===== config.mk =====
export PLATFORM = sky130hd
export DESIGN_NAME = can_field_parser
export DESIGN_NICKNAME = d
export VERILOG_FILES = /design/src/rtl/can_parse_pkg.sv /design/src/rtl/can_field_locator.sv /design/src/rtl/can_field_capture.sv /design/src/rtl/can_field_parser.sv
export SDC_FILE = /design/constraint.sdc
export NUM_CORES = 1
export LEC_CHECK = 0
export BUFFER_PORTS_ARGS = -buffer_cell sky130_fd_sc_hd__buf_2
export CORE_UTILIZATION = 59
export DETAILED_ROUTE_END_ITERATION = 8
export PLACE_DENSITY_LB_ADDON = 0.25
export REMOVE_ABC_BUFFERS = 1
export SYNTH_ARGS = -nofsm -noshare
export SYNTH_HDL_FRONTEND = slang
export SYNTH_SLANG_ARGS = --single-unit
export TNS_END_PERCENT = 100

===== constraint.sdc =====
create_clock -name clk -period 6.2 [get_ports clk]
set_input_delay 1.24 -clock clk [delete_from_list [all_inputs] [get_ports clk]]
set_output_delay 1.24 -clock clk [all_outputs]
set_load 0.005 [all_outputs]

===== src/rtl/can_parse_pkg.sv =====
// Package: shared constants, field roles and the frame record for the
// CAN frame field parser. Positions count destuffed bits from start of frame.
package can_parse_pkg;
    localparam int BASE_W      = 11;
    localparam int EXT_W       = 18;
    localparam int ID_W        = BASE_W + EXT_W;
    localparam int DLC_W       = 4;
    localparam int MAX_BYTES   = 8;
    localparam int DATA_W      = 8 * MAX_BYTES;
    localparam int CRC_W       = 15;
    localparam int EOF_LEN     = 7;
    localparam int IDX_W       = 7;
    localparam int OFF_W       = $clog2(DATA_W);
    localparam int RTR_S_POS   = 12;
    localparam int IDE_POS     = 13;
    localparam int EXT_LO      = 14;
    localparam int EXT_HI      = EXT_LO + EXT_W - 1;
    localparam int RTR_X_POS   = EXT_HI + 1;
    localparam int DLC_END_S   = 18;
    localparam int DLC_END_X   = 38;

    typedef enum logic [3:0] {
        FLD_SOF, FLD_BASE, FLD_RTR_S, FLD_IDE, FLD_EXT, FLD_RTR_X, FLD_RSV,
        FLD_DLC, FLD_DATA, FLD_CRC, FLD_ACK, FLD_FIXED, FLD_LAST, FLD_NONE
    } field_e;

    typedef struct packed {
        logic [BASE_W-1:0] base;
        logic [EXT_W-1:0]  ext;
        logic              ide;
        logic              rtr;
        logic [DLC_W-1:0]  dlc;
        logic [DATA_W-1:0] data;
        logic [CRC_W-1:0]  crc;
        logic              ack;
        logic              derr;
        logic              sofw;
    } frame_t;
endpackage


===== src/rtl/can_field_locator.sv =====
// Module: maps a bit position to its field role, using the layout flags and
// length code captured so far. Assumes positions up to the length-code end
// do not depend on the length code, which holds for both layouts.
module can_field_locator
    import can_parse_pkg::*;
(
    input  logic [IDX_W-1:0] bit_idx,
    input  logic             ide,
    input  logic             rtr,
    input  logic [DLC_W-1:0] dlc,
    output field_e           field,
    output logic [OFF_W-1:0] data_off,
    output logic             in_stuffed
);
    localparam int CW = IDX_W + 1;

    logic [CW-1:0] idx, dlc_end, last_data, crc_last, frame_end;
    logic [DLC_W-1:0] nbytes;
    logic [OFF_W-1:0] data_start;

    // Purpose: derive the layout-dependent boundaries of the tail fields.
    always_comb begin
        idx        = CW'(bit_idx);
        dlc_end    = ide ? CW'(DLC_END_X) : CW'(DLC_END_S);
        nbytes     = rtr ? '0 : ((dlc > DLC_W'(MAX_BYTES)) ? DLC_W'(MAX_BYTES) : dlc);
        last_data  = dlc_end + {1'b0, nbytes, 3'b000};
        crc_last   = last_data + CW'(CRC_W);
        frame_end  = crc_last + CW'(3 + EOF_LEN);
        data_start = ide ? OFF_W'(DLC_END_X + 1) : OFF_W'(DLC_END_S + 1);
        data_off   = bit_idx[OFF_W-1:0] - data_start;
        in_stuffed = (idx <= crc_last);
    end

    // Purpose: pick the field role of the presented position.
    always_comb begin
        field = FLD_NONE;
        if (idx == '0)                         field = FLD_SOF;
        else if (idx < CW'(RTR_S_POS))         field = FLD_BASE;
        else if (idx == CW'(RTR_S_POS))        field = FLD_RTR_S;
        else if (idx == CW'(IDE_POS))          field = FLD_IDE;
        else if (idx <= dlc_end) begin
            if (!ide)
                field = (idx == CW'(EXT_LO)) ? FLD_RSV : FLD_DLC;
            else if (idx <= CW'(EXT_HI))       field = FLD_EXT;
            else if (idx == CW'(RTR_X_POS))    field = FLD_RTR_X;
            else if (idx <= CW'(RTR_X_POS + 2)) field = FLD_RSV;
            else                               field = FLD_DLC;
        end
        else if (idx <= last_data)             field = FLD_DATA;
        else if (idx <= crc_last)              field = FLD_CRC;
        else if (idx == crc_last + CW'(2))     field = FLD_ACK;
        else if (idx < frame_end)              field = FLD_FIXED;
        else if (idx == frame_end)             field = FLD_LAST;
    end
endmodule


===== src/rtl/can_field_capture.sv =====
// Module: working record of the frame being received. Each accepted bit
// updates the field named by its role. The next-state record is exported so
// that the top can latch a frame that includes its final bit.
module can_field_capture
    import can_parse_pkg::*;
(
    input  logic             clk,
    input  logic             rst_n,
    input  logic             bit_valid,
    input  logic             bit_val,
    input  field_e           field,
    input  logic [OFF_W-1:0] data_off,
    output frame_t           nxt,
    output logic             cur_ide,
    output logic             cur_rtr,
    output logic [DLC_W-1:0] cur_dlc
);
    frame_t cur;

    // Purpose: compute the record after the presented bit is applied.
    always_comb begin
        nxt = cur;
        if (bit_valid) begin
            unique case (field)
                FLD_SOF: begin
                    nxt      = '0;
                    nxt.sofw = bit_val;
                end
                FLD_BASE:  nxt.base = {cur.base[BASE_W-2:0], bit_val};
                FLD_RTR_S: nxt.rtr  = bit_val;
                FLD_IDE:   nxt.ide  = bit_val;
                FLD_EXT:   nxt.ext  = {cur.ext[EXT_W-2:0], bit_val};
                FLD_RTR_X: nxt.rtr  = bit_val;
                FLD_DLC:   nxt.dlc  = {cur.dlc[DLC_W-2:0], bit_val};
                FLD_DATA:  nxt.data[{data_off[OFF_W-1:3], ~data_off[2:0]}] = bit_val;
                FLD_CRC:   nxt.crc  = {cur.crc[CRC_W-2:0], bit_val};
                FLD_ACK:   nxt.ack  = ~bit_val;
                FLD_FIXED, FLD_LAST: if (!bit_val) nxt.derr = 1'b1;
                default: ;
            endcase
        end
    end

    // Purpose: hold the working record between bits.
    always_ff @(posedge clk) begin
        if (!rst_n) cur <= '0;
        else        cur <= nxt;
    end

    assign cur_ide = cur.ide;
    assign cur_rtr = cur.rtr;
    assign cur_dlc = cur.dlc;
endmodule


===== src/rtl/can_field_parser.sv =====
// Module: top of the CAN frame field parser. Takes destuffed bits with their
// frame positions (assumed in order, starting at 0 for each frame), reports
// the destuffing window and the final bit to the sampler, and publishes the
// decoded frame with a one-cycle pulse.
module can_field_parser
    import can_parse_pkg::*;
(
    input  logic              clk,
    input  logic              rst_n,
    input  logic              bit_valid,
    input  logic              bit_val,
    input  logic [IDX_W-1:0]  bit_idx,
    output logic              stuff_enable,
    output logic              frame_done,
    output logic              frame_valid,
    output logic [ID_W-1:0]   frame_id,
    output logic              frame_ide,
    output logic              frame_rtr,
    output logic [DLC_W-1:0]  frame_dlc,
    output logic [DATA_W-1:0] frame_data,
    output logic [CRC_W-1:0]  frame_crc,
    output logic              frame_ack,
    output logic              delim_err,
    output logic              sof_warn
);
    field_e           field;
    logic [OFF_W-1:0] data_off;
    frame_t           nxt;
    logic             cur_ide, cur_rtr;
    logic [DLC_W-1:0] cur_dlc;

    can_field_locator u_loc (
        .bit_idx    (bit_idx),
        .ide        (cur_ide),
        .rtr        (cur_rtr),
        .dlc        (cur_dlc),
        .field      (field),
        .data_off   (data_off),
        .in_stuffed (stuff_enable)
    );

    can_field_capture u_cap (
        .clk       (clk),
        .rst_n     (rst_n),
        .bit_valid (bit_valid),
        .bit_val   (bit_val),
        .field     (field),
        .data_off  (data_off),
        .nxt       (nxt),
        .cur_ide   (cur_ide),
        .cur_rtr   (cur_rtr),
        .cur_dlc   (cur_dlc)
    );

    assign frame_done = bit_valid && (field == FLD_LAST);

    // Purpose: publish the finished frame and raise the one-cycle pulse.
    always_ff @(posedge clk) begin
        if (!rst_n) begin
            frame_valid <= 1'b0;
            frame_id    <= '0;
            frame_ide   <= 1'b0;
            frame_rtr   <= 1'b0;
            frame_dlc   <= '0;
            frame_data  <= '0;
            frame_crc   <= '0;
            frame_ack   <= 1'b0;
            delim_err   <= 1'b0;
            sof_warn    <= 1'b0;
        end else begin
            frame_valid <= frame_done;
            if (frame_done) begin
                frame_id   <= nxt.ide ? {nxt.base, nxt.ext} : ID_W'(nxt.base);
                frame_ide  <= nxt.ide;
                frame_rtr  <= nxt.rtr;
                frame_dlc  <= nxt.dlc;
                frame_data <= nxt.data;
                frame_crc  <= nxt.crc;
                frame_ack  <= nxt.ack;
                delim_err  <= nxt.derr;
                sof_warn   <= nxt.sofw;
            end
        end
    end
endmodule


== Word level (Yosys, flattened, before mapping) ==
Index checks and enable logic that the tools add are counted.

* Output and inout bits: 120
* Register bits after elaboration: 235
* Bits of input ports: 11
* Logic and storage cells: 95

* Bitwise operators: 2
* Reductions and logical operators: 6
* Mux-type cells: 35
* Order comparisons: 10
* Eq/ne operators: 17
* Add/subtract/negate cells: 5

{| class="wikitable"
|+ Operator list
! cell !! count
|-
| 64-bit case mux with 2 select lines || 1
|-
| 117-bit two-way mux || 1
|-
| 64-bit bitwise mux || 1
|-
| 4-bit two-way mux || 14
|-
| 18-bit case mux with 2 select lines || 1
|-
| 15-bit case mux with 2 select lines || 1
|-
| 29-bit two-way mux || 1
|-
| 7-bit by 8-bit less-or-equal comparator with 1-bit output || 3
|-
| 11-bit case mux with 2 select lines || 1
|-
| 7-bit by 4-bit equality test with 1-bit output, second input constant || 3
|-
| 4-bit equality test, second input constant || 5
|-
| 8-bit by 4-bit adder with 8-bit output, second input constant || 2
|-
| 7-bit by 8-bit equality test with 1-bit output || 2
|-
| 4-bit by 3-bit equality test with 1-bit output, second input constant || 3
|-
| 6-bit two-way mux || 2
|-
| 8-bit by 2-bit adder with 8-bit output, second input constant || 1
|-
| 8-bit by 7-bit adder with 8-bit output || 1
|-
| 4-bit by 2-bit equality test with 1-bit output, second input constant || 2
|-
| 8-bit logical NOT || 1
|-
| 7-bit by 8-bit < comparator with 1-bit output || 1
|-
| 1-bit case mux with 2 select lines || 4
|-
| 4-bit case mux with 2 select lines || 1
|-
| 7-bit by 6-bit equality test with 1-bit output, second input constant || 1
|-
| 7-bit by 5-bit less-or-equal comparator with 1-bit output, second input constant || 1
|-
| 14 further kinds || 21
|}

== Depth between registers and ports, before layout ==
Gate-level depths: netlist (run 1).

* Depth after elaboration: 22
* Depth in mapped cells: 24
* Depth with buffers taken out: 21

== Modules after synthesis ==
A second synthesis (run 1) with hierarchy kept.

* Cells, all modules: 1668
* Area total of the unflattened synthesis: 13451.7 um^2

{| class="wikitable"
|+ By module, submodules not included
! module !! instances !! area an instance (um^2) !! cells an instance !! sequential area each (um^2)
|-
| can_field_capture || 1 || 7624.8 || 1011 || 2342.2
|-
| can_field_parser || 1 || 4810.9 || 527 || 2362.3
|-
| can_field_locator || 1 || 1016.0 || 130 || 0.0
|}

== Least setup slack after synthesis (run 1) ==
Ideal clock, no wire load.

* Kind: reg2out
* Start: register u_cap.cur, in the netlist u_cap.cur_dlc[3]
* End: output port frame_done
* Cell stages (with the launch flop): 20
* Data required time: 4.960 ns
* Path slack: 0.958 ns
* Arrival: 4.002 ns
* Path through: dfxtp_1 > nor2_1 > and2_1 > ha_1 > inv_1 > fa_1 > inv_1 > ha_1 > xnor2_1 > xnor2_1 > inv_1 > ha_1 > and3_1 > o21a_1 > o211ai_4 > or4_1 > or3_1 > buf_2 > clkinv_2 > buf_2

* Elaborated cells between the ends (all ways): 24
* Those cells by class: add/sub: 4; order compare: 4; eq/ne: 3; mux: 12; reduce/logical: 1

{| class="wikitable"
|+ RTL lines
! item !! RTL line !! RTL
|-
| start: declaration || can_field_capture.sv:18 || <nowiki>frame_t cur;</nowiki>
|-
| start signal: assignment || can_field_capture.sv:47 || <nowiki>else cur <= nxt;</nowiki>
|-
| 4-bit greater-than comparator || can_field_locator.sv:25 || <nowiki>nbytes = rtr ? '0 : ((dlc > DLC_W'(MAX_BYTES)) ? DLC_W'(MAX_BYTES) : dlc);</nowiki>
|-
| 4-bit two-way mux * (2 in series) || can_field_locator.sv:25 ||
|-
| 8-bit by 7-bit adder with 8-bit output * || can_field_locator.sv:26 || <nowiki>last_data = dlc_end + {1'b0, nbytes, 3'b000};</nowiki>
|-
| 8-bit by 4-bit adder with 8-bit output * || can_field_locator.sv:27 || <nowiki>crc_last = last_data + CW'(CRC_W);</nowiki>
|-
| 7-bit by 8-bit less-or-equal comparator with 1-bit output * || n/a ||
|-
| via stuff_enable || can_field_parser.sv:13 || <nowiki>output logic stuff_enable,</nowiki>
|-
| 4-bit two-way mux * || can_field_locator.sv:50 || <nowiki>else if (idx <= crc_last) field = FLD_CRC;</nowiki>
|-
| 4-bit two-way mux * || can_field_locator.sv:49 || <nowiki>else if (idx <= last_data) field = FLD_DATA;</nowiki>
|-
| 4-bit two-way mux * || can_field_locator.sv:41 || <nowiki>else if (idx <= dlc_end) begin</nowiki>
|-
| 4-bit two-way mux * || can_field_locator.sv:40 || <nowiki>else if (idx == CW'(IDE_POS)) field = FLD_IDE;</nowiki>
|-
| 4-bit two-way mux * || can_field_locator.sv:39 || <nowiki>else if (idx == CW'(RTR_S_POS)) field = FLD_RTR_S;</nowiki>
|-
| 4-bit two-way mux * || can_field_locator.sv:38 || <nowiki>else if (idx < CW'(RTR_S_POS)) field = FLD_BASE;</nowiki>
|-
| 4-bit two-way mux * || can_field_locator.sv:37 || <nowiki>if (idx == '0) field = FLD_SOF;</nowiki>
|-
| 4-bit equality test * || can_field_parser.sv:55 || <nowiki>assign frame_done = bit_valid && (field == FLD_LAST);</nowiki>
|-
| 1-bit logical AND * || can_field_parser.sv:55 ||
|-
| end: declaration || can_field_parser.sv:14 || <nowiki>output logic frame_done,</nowiki>
|}

Mark *: on every way through the listed nets, which the timed path passes. The rest lies on a longest branch.

== Worst setup path after layout (run 1) ==
* Start: register u_cap.cur, in the netlist u_cap.cur_rtr
* End: output port frame_done

* Cells in the longest elaborated chain, start to end: 17
* Elaborated cells between the ends (all ways): 22
* Those cells by class: add/sub: 4; order compare: 3; eq/ne: 3; mux: 11; reduce/logical: 1

{| class="wikitable"
|+ RTL lines
! item !! RTL line
|-
| 4-bit two-way mux * || can_field_locator.sv:25
|-
| 8-bit by 7-bit adder with 8-bit output * || can_field_locator.sv:26
|-
| parallel branches: the longest is 7 deep, another holds 8-bit by 4-bit adder with 8-bit output || n/a
|-
| 4-bit two-way mux * || can_field_locator.sv:49
|-
| 4-bit two-way mux * || can_field_locator.sv:41
|-
| 4-bit two-way mux * || can_field_locator.sv:40
|-
| 4-bit two-way mux * || can_field_locator.sv:39
|-
| 4-bit two-way mux * || can_field_locator.sv:38
|-
| 4-bit two-way mux * || can_field_locator.sv:37
|-
| 4-bit equality test * || can_field_parser.sv:55
|-
| 1-bit logical AND * || can_field_parser.sv:55
|}

Mark *: on every way between the ends.

==> metrics.txt, run 1 <==
global-route wire length before repair 45600 um; Layout area overhead 12.3%; die height 139 um; 1st-iter DRT viols 939; IO Pins 131; Compound-Gate Fraction of Synth Area 0.251; Initial Utilization 0.612; worst skew pair latency 510 ps; xor and xnor area share after synthesis 0.0110; CORE AREA 18200 sq um; final core occ 0.687; First-pass DRT Iterations 6; hold_sp frame_id[23]; sequential element share of the synthesized area 0.422; fraction of layout cells with a size suffix above 1 0.174; post-synthesis adder-cell area fraction 0.0287; Detailed Place HPWL 17300 um; final net count 1451; TNS Setup 0 ps; Crit Path Max Fanout 9; Worst slew margin 0.226; Antenna Cells 0; via/cell ratio 6.27; Worst EP arrival 4720 ps; Max VDD drop 0.216 mV; GRT Total Usage 0.279; Syn Area/Cell 8.21 sq um; vias 10400; Synth top cells by count nand2_1 (289), dfxtp_1 (235), nand3_1 (118); area fraction of the dominant cell type after synthesis 0.422; routed len/inst 16.8 um; number of buffers created by CTS 25; Placer Congestion 0.885; top_reg_cell synth dfxtp_1; non-filler instance count after layout 1662; Routed Antenna Nets 0; final wirelength 28000 um; worst-margin pin slew 1160 ps; H-tree depth 1; largest net degree at the start of global routing 115; fin. max-slew vios 0; mux share of post-synthesis cell area 0.00303; Syn Inst Count 1358; leakage 4.38 nW; Mapped Area 11100 sq um; max incr delay on CP 590 ps; Yosys Warn Count 0; Inst Count DP 1614; library cells used by synthesis 77; Residual DRC 0; Crit. End Element output pin; pwr/cell area 259 nW/um^2; Simple-Gate Fraction of Synth Area 0.214; post-synth top area cell dfxtp_1; crit path kind register to output pin; DIE AREA 19400 sq um; clock sink count 235; reg2reg path depth 21; Period minus WS final 5960 ps; crit-path cells nor2_2 > and2_4 > ha_1 > inv_1 > fa_2 > inv_1 > ha_1 > xnor2_1 > xnor2_1 > inv_1 > ha_1 > and3_1 > o21a_1 > o211ai_4 > or4_4 > or3_4 > clkinv_2 > buf_2; Hold Crit Depth 2; Top delay family on crit path simple AND/OR/NAND/NOR gates; f_max 168 MHz; # rows 49; fin crit share 0.961; Worst Setup SP u_cap.cur_rtr; clk buf depth 3; worst reg2reg startpoint u_cap.cur_rtr; CTS tree built; Buf+Inv Stages, Crit Path 5; initial antenna violation count 0; grt total ovfl 0; Worst path depth 18; PortBufs 130; required time worst endpoint 4960 ps; HP Class register to register; final hold violations 0; largest family of logic cells by synthesized area compound AO/OA/AOI/OAI gates; die width 139 um; max_cap viols 0; slowest CP cell or4_4; count leader, synth nand2_1; status finished clean; EDFF count, synth 0; async set-reset flop share out of synthesis 0; startpoint types register; final setup fails 0; skew final 10.1 ps; clock-pin slew on the worst setup and hold paths 60 ps; number of global-route vias before repair 9256; root buf cell clkbuf_16; synth top area cells dfxtp_1 (42%), nand2_1 (9.7%), nand3_1 (5.3%); FF+latch count, synth 235
==> kinds of logic after synthesis <==
kind of cell,count (synthesis)
fa+ha+maj,25
flops,235
mux,2
xor+xnor,14
compound gates,395
buf+inv,156
simple gates,531
==> sequential cells by signal (all words and copies together) (netlist names) <==
name / cells
frame_dlc: 4
u_cap.cur_ide: 1
u_cap.cur_rtr: 1
delim_err: 1
frame_id: 29
sof_warn: 1
frame_ide: 1
frame_crc: 15
frame_ack: 1
u_cap.cur: 111
frame_data: 64
u_cap.cur_dlc: 4
frame_valid: 1
frame_rtr: 1
==> area by class of cell <==
| cell class | count | area [sq um] |
|---|---|---|
| Timing Repair Buffer | 161 | 908 |
| Sequential cell | 235 | 4700 |
| Clock buffer | 33 | 696 |
| Clock inverter | 12 | 100 |
| Tap cell | 229 | 287 |
| Inverter | 24 | 96.3 |
| Fill cell | 1491 | 5690 |
| Multi-Input combinational cell | 968 | 5720 |
==> metrics by stage <==
stage / total power [W] / worst slack (ps) / hold WS (ps) / area [sq um]
finish: 0.00324 / 241 / 448 / 12500
global route: 0.00335 / -10.2 / 468 / 12500
CTS: 0.00325 / 160 / 448 / 12500
detailed placement: 0.00182 / 730 / 440 / 11700
global placement: 0.00182 / 820 / 437 / 11700
floorplan: 0.00173 / -2120 / 431 / 10500
==> worst paths after layout <==
path | slack, ps | endpoint
setup / recovery | 240 | frame_done
hold / removal | 450 | frame_id[23]
setup reg to reg | 760 | frame_crc[0]
hold reg to reg | 450 | frame_id[23]
==> placed cells by master, fill, tap and decap left out, types with 4 or more instances in the layout <==
master	instances
a211oi_1	5
a21o_1	4
a21oi_1	103
a221oi_1	13
a22oi_1	18
a311oi_1	57
a311oi_2	10
a31oi_1	70
a32o_1	7
and3_1	11
buf_2	130
buf_4	29
clkbuf_1	4
clkbuf_16	25
clkbuf_8	4
clkinv_2	8
dfxtp_1	235
ha_1	24
inv_1	21
nand2_1	289
nand3_1	118
nand4_1	4
nor2_1	55
nor3_1	9
o211ai_1	10
o21a_1	4
o21ai_0	47
o21ai_1	4
o221ai_1	13
o31ai_1	5
o31ai_2	7
or4_1	11
xnor2_1	9
xor2_1	5
==> layer usage <==
layer	track usage	vias up	wire length [um]
met5	0	-	0
met4	0.0854	0	598
met3	0.0361	48	1940
met2	0.448	384	12800
met1	0.391	4923	12600
li1	-	5059	-
==> tightest hold or removal path: cells and delay by family, from the launching register on <==
| kind | cells | cell delay [ps] |
|---|---|---|
| AOI/OAI and AO/OA | 1 | 50 |
| and+or+nand+nor | 1 | 50 |
| DFF | 1 | 300 |
==> timing repair <==
item,in CTS,in global routing
buffers inserted,0,2
setup endpoints to repair,0,1
gates resized for setup,0,5
hold buffers,0,0
==> report_power, final <==
part           leakage (nW)  internal [W]  switching (W)
Clock                 0.394      0.000834       0.000607
Combinational          2.09     0.0000658       0.000221
Sequential             1.89       0.00151     0.00000216
Total                  4.38       0.00241       0.000830
No activity file was read; power rests on OpenSTA's default activity.
==> run 2, diff against run 1 <==
--- a/config.mk
+++ b/config.mk
@@ -9,6 +9,7 @@
 export CORE_UTILIZATION = 59
 export DETAILED_ROUTE_END_ITERATION = 8
 export PLACE_DENSITY_LB_ADDON = 0.25
+export RECOVER_POWER = 100
 export REMOVE_ABC_BUFFERS = 1
 export SYNTH_ARGS = -nofsm -noshare
 export SYNTH_HDL_FRONTEND = slang
==> run 2 against run 1 <==
  * Highest routed layer unchanged
  * Sequential share of layout area grew 0.20 points
  * Worst hold slack gained 0.55 ps
  * Clock-buffer cell count is the same
  * The flow now finishes with violations (capacitance limit, slew limit)
  * Sequential power is essentially flat
  * Global-route usage stayed put
  * Routed wire length grew 0.40%
  * Final area shrank 0.52%
  * Via count about the same
==> metrics.txt, run 2 (synthesized netlist as in run 1, its figures left out) <==
status finished with violations; failing checks capacitance limit, slew limit; max incr delay on CP 590 ps; Place WS 730 ps; CORE AREA 18200 sq um; Int Pwr 0.00241 W; f_max 168 MHz; non-filler instance count after layout 1662; Inst Count DP 1614; leakage 4.20 nW; number of global-route vias before repair 9256; Sw Pwr 0.000832 W; die height 139 um; initial antenna violation count 0; Antenna Cells 0; die width 139 um; HP Class register to register; Worst Setup SP u_cap.cur_rtr; CTS tree built; Period minus WS final 5950 ps; Crit. End Element output pin; Crit Path Max Fanout 9; hold_sp frame_id[23]; largest net degree at the start of global routing 115; fill cell count 1521; final net count 1451; Layout area overhead 11.7%; Regs by FF count u_cap.cur x111, frame_data x64, frame_id x29; Residual DRC 0; max_cap viols 1; clk buf depth 3; clock sink count 235; Clock Power Share 0.445; startpoint types register; PortBufs 130; Worst EP arrival 4710 ps; Combinational Power Share 0.088; root buf cell clkbuf_16; fraction of layout cells with a size suffix above 1 0.144; final setup fails 0; H-tree depth 1; GRT Total Usage 0.279; final wirelength 28100 um; Min Hold Slack 448 ps; First-pass DRT Iterations 6; Max VDD drop 0.215 mV; IO Pins 131; most common cell after layout, fill and taps aside nand2_1; 1st-iter DRT viols 946; Placer Congestion 0.885; max reg flops 111; via/cell ratio 6.26; skew final 8.75 ps; Worst path depth 18; number of buffers created by CTS 25; grt total ovfl 0; reg2reg path depth 21; crit-path cells nor2_2 > and2_4 > ha_1 > inv_1 > fa_2 > inv_1 > ha_1 > xnor2_1 > xnor2_1 > inv_1 > ha_1 > and3_1 > o21a_1 > o211ai_4 > or4_4 > or3_4 > clkinv_2 > buf_2; # rows 49; fin crit share 0.960; Buf+Inv Stages, Crit Path 5; worst skew pair latency 510 ps; vias 10400; Top delay family on crit path simple AND/OR/NAND/NOR gates; commonest non-fill, non-tap cells in the layout nand2_1 (289), dfxtp_1 (235), nand3_1 (118); Flop pwr share 0.467; final hold violations 0; Setup WS post-layout 250 ps; fin. max-slew vios 29; Hold Crit Depth 2; Detailed Place HPWL 17300 um; worst reg2reg startpoint u_cap.cur_rtr; Worst slew margin -0.249; slowest CP cell or4_4; global-route wire length before repair 45600 um; Reg with most FFs u_cap.cur; Sw Ratio 0.256; pwr/cell area 261 nW/um^2; Routed Antenna Nets 0; crit path kind register to output pin; DIE AREA 19400 sq um; clock-pin slew on the worst setup and hold paths 60 ps; required time worst endpoint 4960 ps; routed len/inst 16.9 um; Initial Utilization 0.612; worst-margin pin slew 1870 ps
[run 2: cell types whose count changed in the layout (fill, tap and decap cells not counted), sizes merged]
cell / delta
clkbuf: +41
buf: -41
[run 2: routing by layer]
layer	routed length (um)	part of all wire	GRT usage
met5	0	0	0
met4	571	0.020	0.0854
met3	1820	0.065	0.0361
met2	12900	0.46	0.448
met1	12800	0.45	0.391
[run 2: through the flow]
| stage | setup TNS (ps) | cell area (sq um) | power (W) | utilization |
|---|---|---|---|---|
| after floorplan | -240160 | 10500 | 0.00173 | - |
| after global placement | 0 | 11700 | 0.00182 | 0.641 |
| after detailed placement | 0 | 11700 | 0.00182 | 0.641 |
| after CTS | 0 | 12500 | 0.00325 | 0.685 |
| after global routing | -10.2 | 12400 | 0.00335 | 0.684 |
| final | 0 | 12400 | 0.00324 | 0.684 |
[run 2: cell type report]
cell class / instances / area, sq um / area share
Timing Repair Buffer: 161 / 851 / 0.0683
Clock inverter: 12 / 100 / 0.00804
Tap cell: 229 / 287 / 0.0230
Multi-Input combinational cell: 968 / 5720 / 0.459
Inverter: 24 / 96.3 / 0.00774
Clock buffer: 33 / 696 / 0.0559
Sequential cell: 235 / 4700 / 0.378
[run 2: power by group through the flow]
stage	registers [W]	clock network, W	logic (W)
final	0.00152	0.00144	0.000285
after global routing	0.00152	0.00153	0.000309
after CTS	0.00152	0.00146	0.000276
after detailed placement	0.00155	0	0.000275
after global placement	0.00155	0	0.000272
after floorplan	0.00155	0	0.000177
[run 2: worst paths after layout]
check,to,slack (ps)
setup / recovery,frame_done,250
hold / removal,frame_id[23],450
setup reg to reg,frame_crc[0],780
hold reg to reg,frame_id[23],450
[run 2: worst min-delay path: cells and delay by family (launching register included)]
kind | cells | cell delay [ps]
AO/OA/AOI/OAI | 1 | 50
flip-flops | 1 | 300
AND/OR/NAND/NOR | 1 | 50
[run 2: repair_timing]
| item | in CTS | in global routing |
|---|---|---|
| endpoints found under the setup margin | 0 | 1 |
| resized for setup | 0 | 5 |
| hold buffers | 0 | 0 |
| endpoints found under the hold margin | 0 | 0 |
| buffers inserted | 0 | 2 |
